**src/rtl/adc_cmd_pkg.sv**
```systemverilog
package adc_cmd_pkg;
    localparam int WORD_W    = 32;
    localparam int TRIG_W    = 2;
    localparam int BIT_EN    = 0;
    localparam int BIT_DIS   = 1;
    localparam int BIT_START = 2;
    localparam int BIT_STOP  = 4;
    localparam int BIT_VREG  = 28;
    localparam int BIT_CAL   = 31;

    typedef enum logic [2:0] {
        ST_OFF,
        ST_CAL,
        ST_ON,
        ST_RUN,
        ST_HALT,
        ST_SHUT
    } cmd_state_t;

    typedef struct packed {
        logic cal;
        logic en;
        logic dis;
        logic start;
        logic stop;
    } cmd_take_t;
endpackage

```
**src/rtl/adc_cmd_gate.sv**
```systemverilog
module adc_cmd_gate
    import adc_cmd_pkg::*;
#(
    parameter int W = WORD_W
) (
    input  cmd_state_t   state,
    input  logic         wr,
    input  logic [W-1:0] wdata,
    input  logic         chan_ok,
    output cmd_take_t    take,
    output logic         vreg_wr
);
    logic idle_all;
    assign idle_all = (state == ST_OFF);

    always_comb begin
        take       = '0;
        // Calibrate has priority over enable when both are written at once.
        take.cal   = wr && wdata[BIT_CAL] && idle_all;
        take.en    = wr && wdata[BIT_EN] && idle_all && !wdata[BIT_CAL];
        // Disable has priority over start when both are written at once.
        take.dis   = wr && wdata[BIT_DIS] && (state == ST_ON);
        take.start = wr && wdata[BIT_START] && (state == ST_ON) && chan_ok
                     && !wdata[BIT_DIS];
        take.stop  = wr && wdata[BIT_STOP] && (state == ST_RUN);
        vreg_wr    = wr && idle_all;
    end
endmodule

```
**src/rtl/adc_start_release.sv**
```systemverilog
module adc_start_release
    import adc_cmd_pkg::*;
#(
    parameter int TW = TRIG_W
) (
    input  logic          mode_cont,
    input  logic          mode_disc,
    input  logic [TW-1:0] trig_sel,
    input  logic          ev_eoc,
    input  logic          ev_eos,
    output logic          auto_clr
);
    logic sw_trig;
    assign sw_trig = (trig_sel == '0);

    always_comb begin
        auto_clr = 1'b0;
        if (sw_trig && !mode_cont) begin
            if (mode_disc) auto_clr = ev_eoc;
            else           auto_clr = ev_eos;
        end
    end
endmodule

```
**src/rtl/adc_ready_track.sv**
```systemverilog
module adc_ready_track (
    input  logic clk,
    input  logic rst_n,
    input  logic enabled,
    input  logic shut_done,
    input  logic ev_ready,
    output logic ready
);
    always_ff @(posedge clk or negedge rst_n) begin
        if (!rst_n)                   ready <= 1'b0;
        else if (shut_done)           ready <= 1'b0;
        else if (ev_ready && enabled) ready <= 1'b1;
    end
endmodule

```
**src/rtl/adc_cmd_ctrl.sv**
```systemverilog
module adc_cmd_ctrl
    import adc_cmd_pkg::*;
#(
    parameter int W  = WORD_W,
    parameter int TW = TRIG_W
) (
    input  logic          clk,
    input  logic          rst_n,
    input  logic          reg_wr,
    input  logic [W-1:0]  reg_wdata,
    output logic [W-1:0]  reg_rdata,
    input  logic          mode_cont,
    input  logic          mode_disc,
    input  logic [TW-1:0] trig_sel,
    input  logic          chan_cfg_ok,
    input  logic          ev_cal_done,
    input  logic          ev_ready,
    input  logic          ev_off_done,
    input  logic          ev_stop_done,
    input  logic          ev_eoc,
    input  logic          ev_eos,
    output logic          req_cal,
    output logic          req_en,
    output logic          req_dis,
    output logic          req_start,
    output logic          req_stop,
    output logic          req_vreg,
    output logic          conv_ready
);
    cmd_state_t state_q, state_d;
    cmd_take_t  take;
    logic       vreg_wr, vreg_q, auto_clr, shut_done;

    adc_cmd_gate #(.W(W)) u_gate (
        .state   (state_q),
        .wr      (reg_wr),
        .wdata   (reg_wdata),
        .chan_ok (chan_cfg_ok),
        .take    (take),
        .vreg_wr (vreg_wr)
    );

    adc_start_release #(.TW(TW)) u_rel (
        .mode_cont (mode_cont),
        .mode_disc (mode_disc),
        .trig_sel  (trig_sel),
        .ev_eoc    (ev_eoc),
        .ev_eos    (ev_eos),
        .auto_clr  (auto_clr)
    );

    assign shut_done = (state_q == ST_SHUT) && ev_off_done;

    adc_ready_track u_rdy (
        .clk       (clk),
        .rst_n     (rst_n),
        .enabled   (req_en),
        .shut_done (shut_done),
        .ev_ready  (ev_ready),
        .ready     (conv_ready)
    );

    // State register
    always_ff @(posedge clk or negedge rst_n) begin
        if (!rst_n) state_q <= ST_OFF;
        else        state_q <= state_d;
    end

    // Next state: hardware completions are tested first, so they win.
    always_comb begin
        state_d = state_q;
        unique case (state_q)
            ST_OFF: begin
                if (take.cal)     state_d = ST_CAL;
                else if (take.en) state_d = ST_ON;
            end
            ST_CAL:  if (ev_cal_done) state_d = ST_OFF;
            ST_ON: begin
                if (take.dis)        state_d = ST_SHUT;
                else if (take.start) state_d = ST_RUN;
            end
            ST_RUN: begin
                if (auto_clr)       state_d = ST_ON;
                else if (take.stop) state_d = ST_HALT;
            end
            ST_HALT: if (ev_stop_done) state_d = ST_ON;
            ST_SHUT: if (ev_off_done)  state_d = ST_OFF;
            default: state_d = ST_OFF;
        endcase
    end

    // Request levels decoded from the state
    always_comb begin
        req_cal   = 1'b0;
        req_en    = 1'b0;
        req_dis   = 1'b0;
        req_start = 1'b0;
        req_stop  = 1'b0;
        unique case (state_q)
            ST_OFF:  ;
            ST_CAL:  req_cal = 1'b1;
            ST_ON:   req_en  = 1'b1;
            ST_RUN: begin
                req_en    = 1'b1;
                req_start = 1'b1;
            end
            ST_HALT: begin
                req_en    = 1'b1;
                req_start = 1'b1;
                req_stop  = 1'b1;
            end
            ST_SHUT: begin
                req_en  = 1'b1;
                req_dis = 1'b1;
            end
            default: ;
        endcase
    end

    always_ff @(posedge clk or negedge rst_n) begin
        if (!rst_n)       vreg_q <= 1'b0;
        else if (vreg_wr) vreg_q <= reg_wdata[BIT_VREG];
    end
    assign req_vreg = vreg_q;

    always_comb begin
        reg_rdata            = '0;
        reg_rdata[BIT_EN]    = req_en;
        reg_rdata[BIT_DIS]   = req_dis;
        reg_rdata[BIT_START] = req_start;
        reg_rdata[BIT_STOP]  = req_stop;
        reg_rdata[BIT_VREG]  = vreg_q;
        reg_rdata[BIT_CAL]   = req_cal;
    end

    AST_CAL_HOLD: assert property (@(posedge clk) disable iff (!rst_n)
        req_cal && !ev_cal_done |=> req_cal);
    AST_READY_NEEDS_EN: assert property (@(posedge clk) disable iff (!rst_n)
        conv_ready |-> req_en);
    AST_SHUT_CLEARS_BOTH: assert property (@(posedge clk) disable iff (!rst_n)
        req_dis && ev_off_done |=> !req_en && !req_dis);
    AST_START_NEEDS_CFG: assert property (@(posedge clk) disable iff (!rst_n)
        $rose(req_start) |-> $past(chan_cfg_ok));
    AST_CONT_HOLDS_START: assert property (@(posedge clk) disable iff (!rst_n)
        req_start && mode_cont && !ev_stop_done |=> req_start);
    AST_STOP_CLEARS_START: assert property (@(posedge clk) disable iff (!rst_n)
        req_stop && ev_stop_done |=> !req_start && !req_stop);
    AST_VREG_LOCKED: assert property (@(posedge clk) disable iff (!rst_n)
        (state_q != ST_OFF) |=> $stable(vreg_q));
endmodule

```
**config.mk**
```make
export PLATFORM = sky130hd
export DESIGN_NAME = adc_cmd_ctrl
export DESIGN_NICKNAME = d
export VERILOG_FILES = /design/src/rtl/adc_cmd_pkg.sv /design/src/rtl/adc_cmd_gate.sv /design/src/rtl/adc_start_release.sv /design/src/rtl/adc_ready_track.sv /design/src/rtl/adc_cmd_ctrl.sv
export SDC_FILE = /design/constraint.sdc
export NUM_CORES = 1
export LEC_CHECK = 0
export BUFFER_PORTS_ARGS = -buffer_cell sky130_fd_sc_hd__buf_4
export CAP_MARGIN = 40
export CORE_MARGIN = 2
export CORE_UTILIZATION = 32
export DETAILED_ROUTE_END_ITERATION = 16
export GPL_ROUTABILITY_DRIVEN = 0
export GPL_TIMING_DRIVEN = 0
export HOLD_SLACK_MARGIN = 0.02
export PLACE_DENSITY = 0.81
export SLEW_MARGIN = 20
export SYNTH_ARGS = -nofsm -noshare
export SYNTH_HDL_FRONTEND = slang
export SYNTH_HIERARCHICAL = 1
export SYNTH_SLANG_ARGS = --single-unit
```
**constraint.sdc**
```tcl
create_clock -name clk -period 1.99 [get_ports clk]
set_input_delay 0.0995 -clock clk [delete_from_list [all_inputs] [get_ports clk]]
set_output_delay 0.0995 -clock clk [all_outputs]
set_load 0.03 [all_outputs]
```
; ---- Word-level counts from Yosys, hierarchy flattened
; Cells that the tools add are included.
[word_totals]
regBits = 5
input_bits = 46
output_inout_bits = 39
elab_cells = 59
[classes]
eq_ne = 11
n_mux = 19
reduce_logical = 26
[ops]
columns = op, n
row1 = two-way mux 3 bit, 9
row2 = one-hot mux 3 bit (6 select lines), 1
row3 = logical AND 1 bit, 17
row4 = two-way mux 1 bit, 9
row5 = "inequality test 3 bit, second input constant", 3
row6 = "equality test 3 x 2 -> 1 bit, second input constant", 2
row7 = "equality test 3 bit, second input constant", 2
row8 = "inequality test 2 bit, second input constant", 3
row9 = AND reduction 6 bit, 1
row10 = OR reduction 4 bit, 1
row11 = "equality test 3 x 1 -> 1 bit, second input constant", 1
row12 = zero test 1 bit, 3
row13 = zero test 3 bit, 1
row14 = zero test 2 bit, 1
row15 = nonzero test 2 bit, 1
row16 = OR reduction 2 bit, 1

; ---- Longest topological paths before layout
; Gate-level depths: netlist of run 1.
[depth]
word_depth = 7
depth_mapped = 5
depth_no_buf = 5

; ---- By module
; The synthesis of run 1 kept the hierarchy.
[modules_own_cells]
columns = mod, instances, cells_per_inst, area_per_inst_um2, seq_area_each_um2
row1 = adc_cmd_ctrl, 1, 66, 564.3, 100.1
row2 = adc_cmd_gate, 1, 9, 72.6, 0.0
row3 = adc_ready_track, 1, 3, 33.8, 25.0
row4 = adc_start_release, 1, 2, 22.5, 0.0

; ---- Worst setup path before layout of run 1
; OpenSTA, ideal clock, no wires.
[synth_timing]
path_kind = reg-to-output
start = register state_q[1]
end = output reg_rdata[2]
arrival_time_ns = 1.686
required_time_ns = 1.891
slack_ns = 0.205
path_stages_with_launch = 5
path_buffers = 1
path_cell_list = dfrtp_1 > nand2b_1 > nor2_1 > a21o_1 > buf_4
[synth_between]
elab_chain_len = 3
word_cells_on_any_way = 4
cone_classes = eq/ne (2) / mux (1) / reduce/logical (1)
[synth_rtl]
columns = item, line
row1 = "start, declared", adc_cmd_ctrl.sv:30  ; cmd_state_t state_q, state_d;
row2 = "start signal, assigned", adc_cmd_ctrl.sv:66  ; else state_q <= state_d;
row3 = equality test 3 bit / equality test 3 x 2 -> 1 bit (equally long branches), adc_cmd_ctrl.sv:99  ; unique case (state_q)
row4 = OR reduction 2 bit (no source line) *, n/a
row5 = two-way mux 1 bit *, adc_cmd_ctrl.sv:99
row6 = "end, declared", adc_cmd_ctrl.sv:11  ; output logic [W-1:0] reg_rdata,
; Every way passes the cells marked *; elsewhere a longest branch is shown, timed or not.

==> results of run 1 <==
==> cell type report <==
cell class	instances	share of cell area (%)
Tap cell	27	3.08
Sequential cell	5	11.4
Multi-Input combinational cell	66	37.1
Buffer	33	22.9
Timing Repair Buffer	33	22.8
Inverter	1	0.342
Clock buffer	4	2.39
==> through the flow <==
step	area [um2]	total power [mW]	setup slack, ps	utilization, %	hold WS [ps]
3_3_place_gp	1060	1.05	150	53.0	-97.2
4_1_cts	1100	1.20	91.8	54.8	94.5
3_5_place_dp	1060	1.07	108	53.0	-94.6
5_1_grt	1100	1.27	42.2	54.8	94.3
2_1_floorplan	787	0.835	205	-	-196
6_report	1100	1.19	94.2	54.8	102
==> cells in the mapped netlist, drive strengths merged <==
master,count
buf,33
nor2,6
dfrtp,5
and2b,3
mux2,3
nand2,3
a21o,2
a21oi,2
and2,2
nand2b,2
nor4,2
o32ai,2
or2,2
a2111oi,1
a22o,1
and3b,1
conb,1
inv,1
mux2i,1
mux4,1
nand3b,1
nor2b,1
nor3,1
nor3b,1
nor4b,1
o22ai,1
==> registers in the layout, indices dropped and copies added (netlist names) <==
| name | count |
|---|---|
| u_rdy/ready | 1 |
| req_vreg | 1 |
| state_q | 3 |
==> cell families (layout without fill, tap and decap cells) <==
logic type,count (synthesis),count (layout),synth area share [%]
AOI/OAI and AO/OA,9,9,9.57
buffers and inverters,34,71,36.8
DFF,5,5,18.1
muxes,5,5,9.57
other,1,26,0.541
and+or+nand+nor,26,26,25.5
==> cell usage in the layout (no fill, tap or decap) <==
cell / netlist / layout
buf_4: 32 / 64
conb_1: 1 / 26
nor2_1: 6 / 6
dfrtp_1: 5 / 5
nand2_1: 3 / 3
mux2_2: 3 / 3
and2b_2: 3 / 3
clkbuf_4: 0 / 3
nand2b_1: 2 / 2
a21o_1: 2 / 2
o32ai_1: 2 / 2
a21oi_1: 2 / 2
buf_6: 1 / 1
inv_1: 1 / 1
nor2b_1: 1 / 1
nor3_1: 1 / 1
and2_1: 1 / 1
a2111oi_0: 1 / 1
or2_2: 1 / 1
or2_0: 1 / 1
mux4_2: 1 / 1
a22o_1: 1 / 1
o22ai_1: 1 / 1
clkbuf_1: 0 / 1
dlygate4sd3_1: 0 / 1
nand3b_1: 1 / 1
nor3b_1: 1 / 1
nor4_1: 1 / 1
nor4b_4: 1 / 1
and2_2: 1 / 1
and3b_1: 1 / 1
mux2i_1: 1 / 1
nor4_2: 1 / 1
==> power groups by stage <==
| stage | Combinational [mW] | Sequential, mW | Clock (mW) |
|---|---|---|---|
| final | 0.862 | 0.208 | 0.117 |
| after global routing | 0.920 | 0.218 | 0.131 |
| after CTS | 0.866 | 0.208 | 0.122 |
| after detailed placement | 0.863 | 0.210 | 0 |
| after global placement | 0.841 | 0.208 | 0 |
| after floorplan | 0.611 | 0.224 | 0 |
==> routing by layer <==
| metal | part of all wire (%) | up-vias |
|---|---|---|
| li1 | - | 340 |
| met2 | 56 | 37 |
| met3 | 13 | 2 |
| met5 | 0 | - |
| met4 | 1.6 | 0 |
| met1 | 29 | 285 |
==> worst paths after layout <==
| path | start | end | slack, ps | cells past startpoint |
|---|---|---|---|---|
| min in group asynchronous | rst_n | state_q[0] | 200 | 2 |
| worst max-delay path | state_q[2] | state_q[1] | 90 | 5 |
| worst max register to register | state_q[2] | state_q[1] | 90 | 5 |
| worst min-delay path | reg_wdata[28] | req_vreg | 100 | 2 |
| worst min register to register | u_rdy/ready | u_rdy/ready | 520 | 2 |
| max in group asynchronous | rst_n | state_q[1] | 1680 | 2 |
==> worst reg2reg max path, delay by kind of cell, from the launching register on <==
| family | cells | cell delay (ps) |
|---|---|---|
| and+or+nand+nor | 3 | 580 |
| muxes | 1 | 470 |
| DFF | 1 | 520 |
| AOI/OAI and AO/OA | 1 | 220 |
==> results_dict.tcl, run 1 <==
set metrics [dict create \
    leakagePower_nw 0.625 \
    vias_per_cell 3.93 \
    max_stage_delay_ps 520 \
    max_freq_mhz 527 \
    grt.met2_usage_pct 25.2 \
    synth.largest_area_cell "buf_4" \
    multi_input_area_um2 407 \
    start_kind "register" \
    ctsResizeCount 0 \
    power.internal_mw 0.615 \
    post_drt_wl_per_cell_um 8.73 \
    cts_tree "built" \
    skew_ps 0.379 \
    hpwl_um 1320 \
    powerDensity_nw_per_um2 1080 \
    postRouteWirelength_um 1480 \
    cts_buffers 3 \
    path_buf_inv 0 \
    cp.arrival_ps 2020 \
    grt_overflow 0 \
    cp_max_fo 10 \
    layout_min_cycle_time_ps 1900 \
    p_comb_share_pct 72.6 \
    first_iter_violations 2 \
    synth_cell_types 30 \
    critical_path_class "reg2reg" \
    fin_nets 189 \
    core_um2 2000 \
    register_area_um2 125 \
    stdcell_count 169 \
    htreeDepth 1 \
    cp_top_family "simple AND/OR/NAND/NOR gates" \
    met1_usage_pct 10.3 \
    p_sw_share_pct 48.2 \
    io_pins 85 \
    clk_latency_ps 240 \
    ir_drop_v 0.000484 \
    fp-row-count 16 \
    fin_tns_setup_ps 0 \
    path_clk_slew_ps 40 \
    grt_usage_pct 12.1 \
    die_x_um 50.5 \
    use_met3_pct 2.98 \
    drtAntennaViolNets 0 \
    worstPathCellList "nor4b_4, and2_2, or2_0, mux4_2, a22o_1" \
    netlist_instances 80 \
    cts.hold.buffers_added 1 \
    switching_power_mw 0.572 \
    cts_root_buffer "clkbuf_4" \
    cpMaxStageDelayCell "dfrtp_1" \
    grt_pass1_wl_um 2420 \
    ys_seq_elements 5 \
    vias 664 \
    status "completed" \
    seq_area_frac_synth_pct 18.1 \
    synth_warnings 6 \
    place_inst 164 \
    first_pass_iters 4 \
    final_max_slew_viol_count 0 \
    post_cts_buffers 0 \
    cts_buffer_depth 2 \
    die_h_um 50.5 \
    grt_max_degree 11 \
    syn_area_um2 693 \
    antenna_found_initial 0 \
    antennaDiodeCount 0 \
    grt_pass1_vias 607 \
    dieArea_um2 2550 \
    synth_top_area_share_pct 34.7 \
    start_util_pct 34.6 \
    holdCritPathClass "in2reg" \
    endpoint_kind "register" \
    hold_violations 0 \
    io_buffers 32 \
    area_growth_pct 58.3 \
    clkPwrFrac_pct 9.8 \
    setup_violations 0 \
    power_frac_seq_pct 17.5 \
    avgSynthCellArea_um2 8.66 \
    drv_cap 0 \
    rsz0062_at_grt "false" \
    top_usage_layer "met2" \
    drcViolationCount 0 \
    clkSinkCount 5 \
    critPathRequiredTime_ps 2110 \
    n_fill_cell 195 \
    fin_crit_sh_pct 95.3 \
    yosys-top-cells-area "buf_4 (35%), dfrtp_1 (18%), mux2_2 (4.9%)" \
    drive_above_1_share_pct 55.6 \
]
(Power assumes the default switching activity.)
==> run 2, diff against run 1 <==
--- a/config.mk
+++ b/config.mk
@@ -14,6 +14,7 @@
 export GPL_TIMING_DRIVEN = 0
 export HOLD_SLACK_MARGIN = 0.02
 export PLACE_DENSITY = 0.81
+export RECOVER_POWER = 100
 export SLEW_MARGIN = 20
 export SYNTH_ARGS = -nofsm -noshare
 export SYNTH_HDL_FRONTEND = slang
==> run 2 against run 1 <==
Effect of this change: cell count is the same; core utilization shrank 2.5 points; worst hold slack is essentially flat; power shrank 6.3%; sequential share of layout area grew 0.54 points; wire length grew 1.1%; first-iteration DRC count is the same; non-clock buffer count is the same; critical path depth is the same; fmax shrank 0.41%.
==> results_dict.tcl, run 2 (synthesized netlist as in run 1, its figures left out) <==
set metrics [dict create \
    reg2reg_depth 5 \
    start_util_pct 34.6 \
    setup_violations 0 \
    clkPwrFrac_pct 10.5 \
    post_cts_buffers 0 \
    powerDensity_nw_per_um2 1060 \
    fin_tns_setup_ps 0 \
    skew_ps 0.657 \
    critical_path_depth 5 \
    critPathCapture "state_q[1]" \
    status "completed" \
    area_growth_pct 51.1 \
    critPathRequiredTime_ps 2110 \
    cts.hold.buffers_added 1 \
    post_drt_wl_per_cell_um 8.83 \
    cp_top_family "simple AND/OR/NAND/NOR gates" \
    cp.arrival_ps 2020 \
    cts_tree "built" \
    layout_commonest_cell "buf_4" \
    hpwl_um 1320 \
    grt_overflow 0 \
    antennaDiodeCount 0 \
    hold_violations 0 \
    ir_drop_v 0.000445 \
    r2r_start "state_q[2]" \
    cp_max_fo 10 \
    grt_pass1_wl_um 2420 \
    switching_power_mw 0.568 \
    grt_pass1_vias 607 \
    hold_slack_ps 102 \
    drtAntennaViolNets 0 \
    fp-row-count 16 \
    endpoint_kind "register" \
    r2r_end "state_q[1]" \
    clkSinkCount 5 \
    worstSetupStartpoint "state_q[2]" \
    layout_min_cycle_time_ps 1900 \
    dieArea_um2 2550 \
    clk_latency_ps 240 \
    vias 669 \
    cts_buffers 3 \
    layout_setup_ws_ps 86.4 \
    fin_crit_sh_pct 95.7 \
    final_max_slew_viol_count 0 \
    p_sw_share_pct 51.1 \
    die_h_um 50.5 \
    fin_nets 189 \
    htreeDepth 1 \
    vias_per_cell 3.96 \
    worstPathCellList "nor4b_4, and2_2, or2_0, mux4_2, a22o_1" \
    postRouteWirelength_um 1490 \
    io_buffers 32 \
    r2r_slack_ps 90 \
    path_buf_inv 0 \
    power.internal_mw 0.544 \
    max_stage_delay_ps 530 \
    holdCritPathClass "in2reg" \
    post-place-ws_ps 108 \
    p_comb_share_pct 70.9 \
    start_kind "register" \
    max_freq_mhz 525 \
    mostFrequentLayoutCells "buf_4 (51), conb_1 (26), clkbuf_1 (12)" \
    drive_above_1_share_pct 47.9 \
    leakagePower_nw 0.579 \
    first_iter_violations 2 \
    n_fill_cell 209 \
    antenna_found_initial 0 \
    drv_cap 0 \
    io_pins 85 \
    grt_max_degree 11 \
    rsz0062_at_grt "false" \
    core_um2 2000 \
    power_frac_seq_pct 18.6 \
    largest_reg_flops 3 \
    critical_path_class "reg2reg" \
    cts_buffer_depth 2 \
    grt_usage_pct 12.1 \
    first_pass_iters 3 \
    die_x_um 50.5 \
    cts_root_buffer "clkbuf_4" \
    path_clk_slew_ps 40 \
    drcViolationCount 0 \
    cpMaxStageDelayCell "dfrtp_1" \
    top_register "state_q" \
    ctsResizeCount 0 \
]
[run 2: how the worst min path moves through the flow]
stage                        from           to  slack, ps  depth (start not counted)
finish              reg_wdata[28]     req_vreg        100                          2
global route        reg_wdata[28]     req_vreg         90                          2
CTS                 reg_wdata[28]     req_vreg         90                          2
global placement            rst_n  u_rdy/ready       -100                          1
floorplan                   rst_n     req_vreg       -200                          0
detailed placement          rst_n  u_rdy/ready        -90                          1
[run 2: power by group through the flow]
stage | Combinational (mW) | Sequential (mW) | Clock, mW
finish | 0.789 | 0.207 | 0.116
global route | 0.848 | 0.216 | 0.131
CTS | 0.866 | 0.208 | 0.122
detailed placement | 0.863 | 0.210 | 0
global placement | 0.841 | 0.208 | 0
floorplan | 0.611 | 0.224 | 0
[run 2: cell type report]
cell class                      count  area (um2)  area share [%]
Multi-Input combinational cell     66         407            38.8
Buffer                             33         245            23.4
Timing Repair Buffer               33         206            19.7
Sequential cell                     5         125            11.9
Tap cell                           27        33.8            3.23
Clock buffer                        4        26.3            2.51
Inverter                            1        3.75           0.358
[run 2: metal layers]
layer	GRT usage (%)	vias up	part of all wire, %
li1	-	340	-
met1	10.3	292	30
met2	25.2	35	57
met3	2.98	2	11
met4	5.86	0	1.5
met5	0	-	0
[run 2: stage by stage]
step / power [mW] / utilization [%] / cells / area, um2
2_1_floorplan: 0.835 / - / 105 / 787
3_3_place_gp: 1.05 / 53.0 / 164 / 1060
3_5_place_dp: 1.07 / 53.0 / 164 / 1060
4_1_cts: 1.20 / 54.8 / 169 / 1100
5_1_grt: 1.20 / 52.3 / 169 / 1050
6_report: 1.11 / 52.3 / 169 / 1050
==> run 3, diff against run 2 <==
--- a/config.mk
+++ b/config.mk
@@ -6,14 +6,13 @@
 export NUM_CORES = 1
 export LEC_CHECK = 0
 export BUFFER_PORTS_ARGS = -buffer_cell sky130_fd_sc_hd__buf_4
-export CAP_MARGIN = 40
 export CORE_MARGIN = 2
-export CORE_UTILIZATION = 32
+export CORE_UTILIZATION = 31
 export DETAILED_ROUTE_END_ITERATION = 16
 export GPL_ROUTABILITY_DRIVEN = 0
 export GPL_TIMING_DRIVEN = 0
 export HOLD_SLACK_MARGIN = 0.02
-export PLACE_DENSITY = 0.81
+export PLACE_DENSITY = 0.79
 export RECOVER_POWER = 100
 export SLEW_MARGIN = 20
 export SYNTH_ARGS = -nofsm -noshare
==> run 3 against run 2 <==
Effect of this change: register-to-register slack better by 50 ps; global-route usage down 1.9 points; clock-buffer cell count stayed put; power down 0.55%; worst hold slack worse by 8.1 ps; die area increased by 3.0%; flip-flop and latch count unchanged; core utilization fell by 4.3 points; critical path depth is the same; cell count grew 0.59%; wire length unchanged; critical endpoint unchanged; highest routed layer unchanged.
==> results_dict.tcl, run 3 (synthesized netlist as in run 1, its figures left out) <==
set metrics [dict create \
    start_util_pct 31.9 \
    first_pass_iters 4 \
    vias 657 \
    drcViolationCount 0 \
    dieArea_um2 2630 \
    use_met3_pct 2.63 \
    cts.hold.buffers_added 1 \
    grt.met2_usage_pct 20.6 \
    register_area_um2 125 \
    layout_setup_ws_ps 132 \
    cpMaxStageDelayCell "dfrtp_1" \
    critical_path_depth 5 \
    layout_min_cycle_time_ps 1860 \
    cts_root_buffer "clkbuf_4" \
    holdCritPathClass "in2reg" \
    drive_above_1_share_pct 45.8 \
    holdPathStages 2 \
    cp.arrival_ps 1980 \
    grt_max_degree 11 \
    reg2reg_depth 5 \
    r2r_slack_ps 130 \
    whs_endpoint "req_vreg" \
    setup_violations 0 \
    htreeDepth 1 \
    multi_input_area_um2 405 \
    grt_overflow 0 \
    ctsResizeCount 0 \
    max_freq_mhz 538 \
    critical_path_class "reg2reg" \
    core_um2 2170 \
    fin_nets 189 \
    antennaDiodeCount 0 \
    die_x_um 51.3 \
    drv_cap 0 \
    cp_top_family "flip-flops" \
    cts_buffers 3 \
    hpwl_um 1320 \
    start_kind "register" \
    r2r_end "state_q[1]" \
    final_max_slew_viol_count 0 \
    drtAntennaViolNets 0 \
    min_from "reg_wdata[28]" \
    rsz0062_at_grt "false" \
    cp_max_fo 10 \
    clkSinkCount 5 \
    clk_latency_ps 240 \
    antenna_found_initial 0 \
    area_growth_pct 50.4 \
    mostFrequentLayoutCells "buf_4 (51), conb_1 (26), clkbuf_1 (14)" \
    cts_buffer_depth 2 \
    critPathRequiredTime_ps 2110 \
    max_stage_delay_ps 540 \
    fin_crit_sh_pct 93.4 \
    grt_pass1_wl_um 2070 \
    leakagePower_nw 0.572 \
    fp-row-count 17 \
    layout_commonest_cell "buf_4" \
    ir_drop_v 0.000453 \
    powerDensity_nw_per_um2 1060 \
    top_usage_layer "met2" \
    cts_tree "built" \
    io_buffers 32 \
    first_iter_violations 9 \
    skew_ps 2.80 \
    hold_violations 0 \
    endpoint_kind "register" \
    largest_reg_flops 3 \
    postRouteWirelength_um 1490 \
    status "completed" \
    io_pins 85 \
    vias_per_cell 3.86 \
    met1_usage_pct 8.83 \
    r2r_start "state_q[1]" \
    post-place-ws_ps 133 \
    grt_pass1_vias 569 \
    fin_tns_setup_ps 0 \
    post_cts_buffers 0 \
    path_buf_inv 0 \
    worstPathCellList "nor4b_4, and2_0, or2_0, mux4_2, a22o_1" \
    top_register "state_q" \
    die_h_um 51.3 \
    grt_usage_pct 10.3 \
    path_clk_slew_ps 40 \
    n_fill_cell 250 \
    post_drt_wl_per_cell_um 8.78 \
]
[run 3: changes by cell type in the layout (fill, tap and decap cells not counted)]
cell,delta
and2_1,+1
clkbuf_1,+2
clkbuf_4,-1
clkbuf_2,-1
and2_2,-1
[run 3: stage by stage]
stage          cells  power (mW)  area, um2  hold slack [ps]  utilization (%)
4_1_cts          170        1.20       1100             89.1             50.6
5_1_grt          170        1.18       1040             97.3             48.0
6_report         170        1.11       1040             93.8             48.0
3_5_place_dp     165        1.07       1060            -97.4             49.0
2_1_floorplan    105       0.835        787             -196                -
3_3_place_gp     165        1.05       1060            -97.1             49.0
[run 3: how the worst max path moves through the flow]
| stage | startpoint | to | slack, ps |
|---|---|---|---|
| 2_1_floorplan | state_q[1] | reg_rdata[2] | 200 |
| 3_3_place_gp | state_q[2] | state_q[1] | 160 |
| 3_5_place_dp | state_q[2] | state_q[1] | 130 |
| 4_1_cts | state_q[2] | state_q[1] | 130 |
| 5_1_grt | state_q[1] | state_q[1] | 40 |
| 6_report | state_q[1] | state_q[1] | 130 |
[run 3: power breakdown]
group	leakage, nW	switching [mW]	internal [mW]
Sequential	0.0582	0.0700	0.140
Combinational	0.498	0.465	0.314
Clock	0.0150	0.0405	0.0757
[run 3: layout make-up]
cell class | count | share of cell area [%]
buffer | 33 | 23.5
multi-input combinational | 66 | 38.9
timing repair buffer | 33 | 19.3
tap | 28 | 3.36
clock buffer | 4 | 2.52
sequential | 5 | 12.0
inverter | 1 | 0.360
[run 3: routing by layer]
| layer | part of all wire (%) | wire (um) | vias up |
|---|---|---|---|
| met5 | 0 | 0 | - |
| met4 | 0.80 | 12 | 0 |
| met3 | 9.1 | 136 | 2 |
| met2 | 57 | 846 | 30 |
| met1 | 33 | 497 | 289 |
| li1 | - | - | 336 |
[run 3: worst reg2reg max path, delay by kind of cell (launching register included)]
kind	cells	cell delay, ps
compound gates	1	220
flops	1	540
mux	1	450
simple gates	3	530
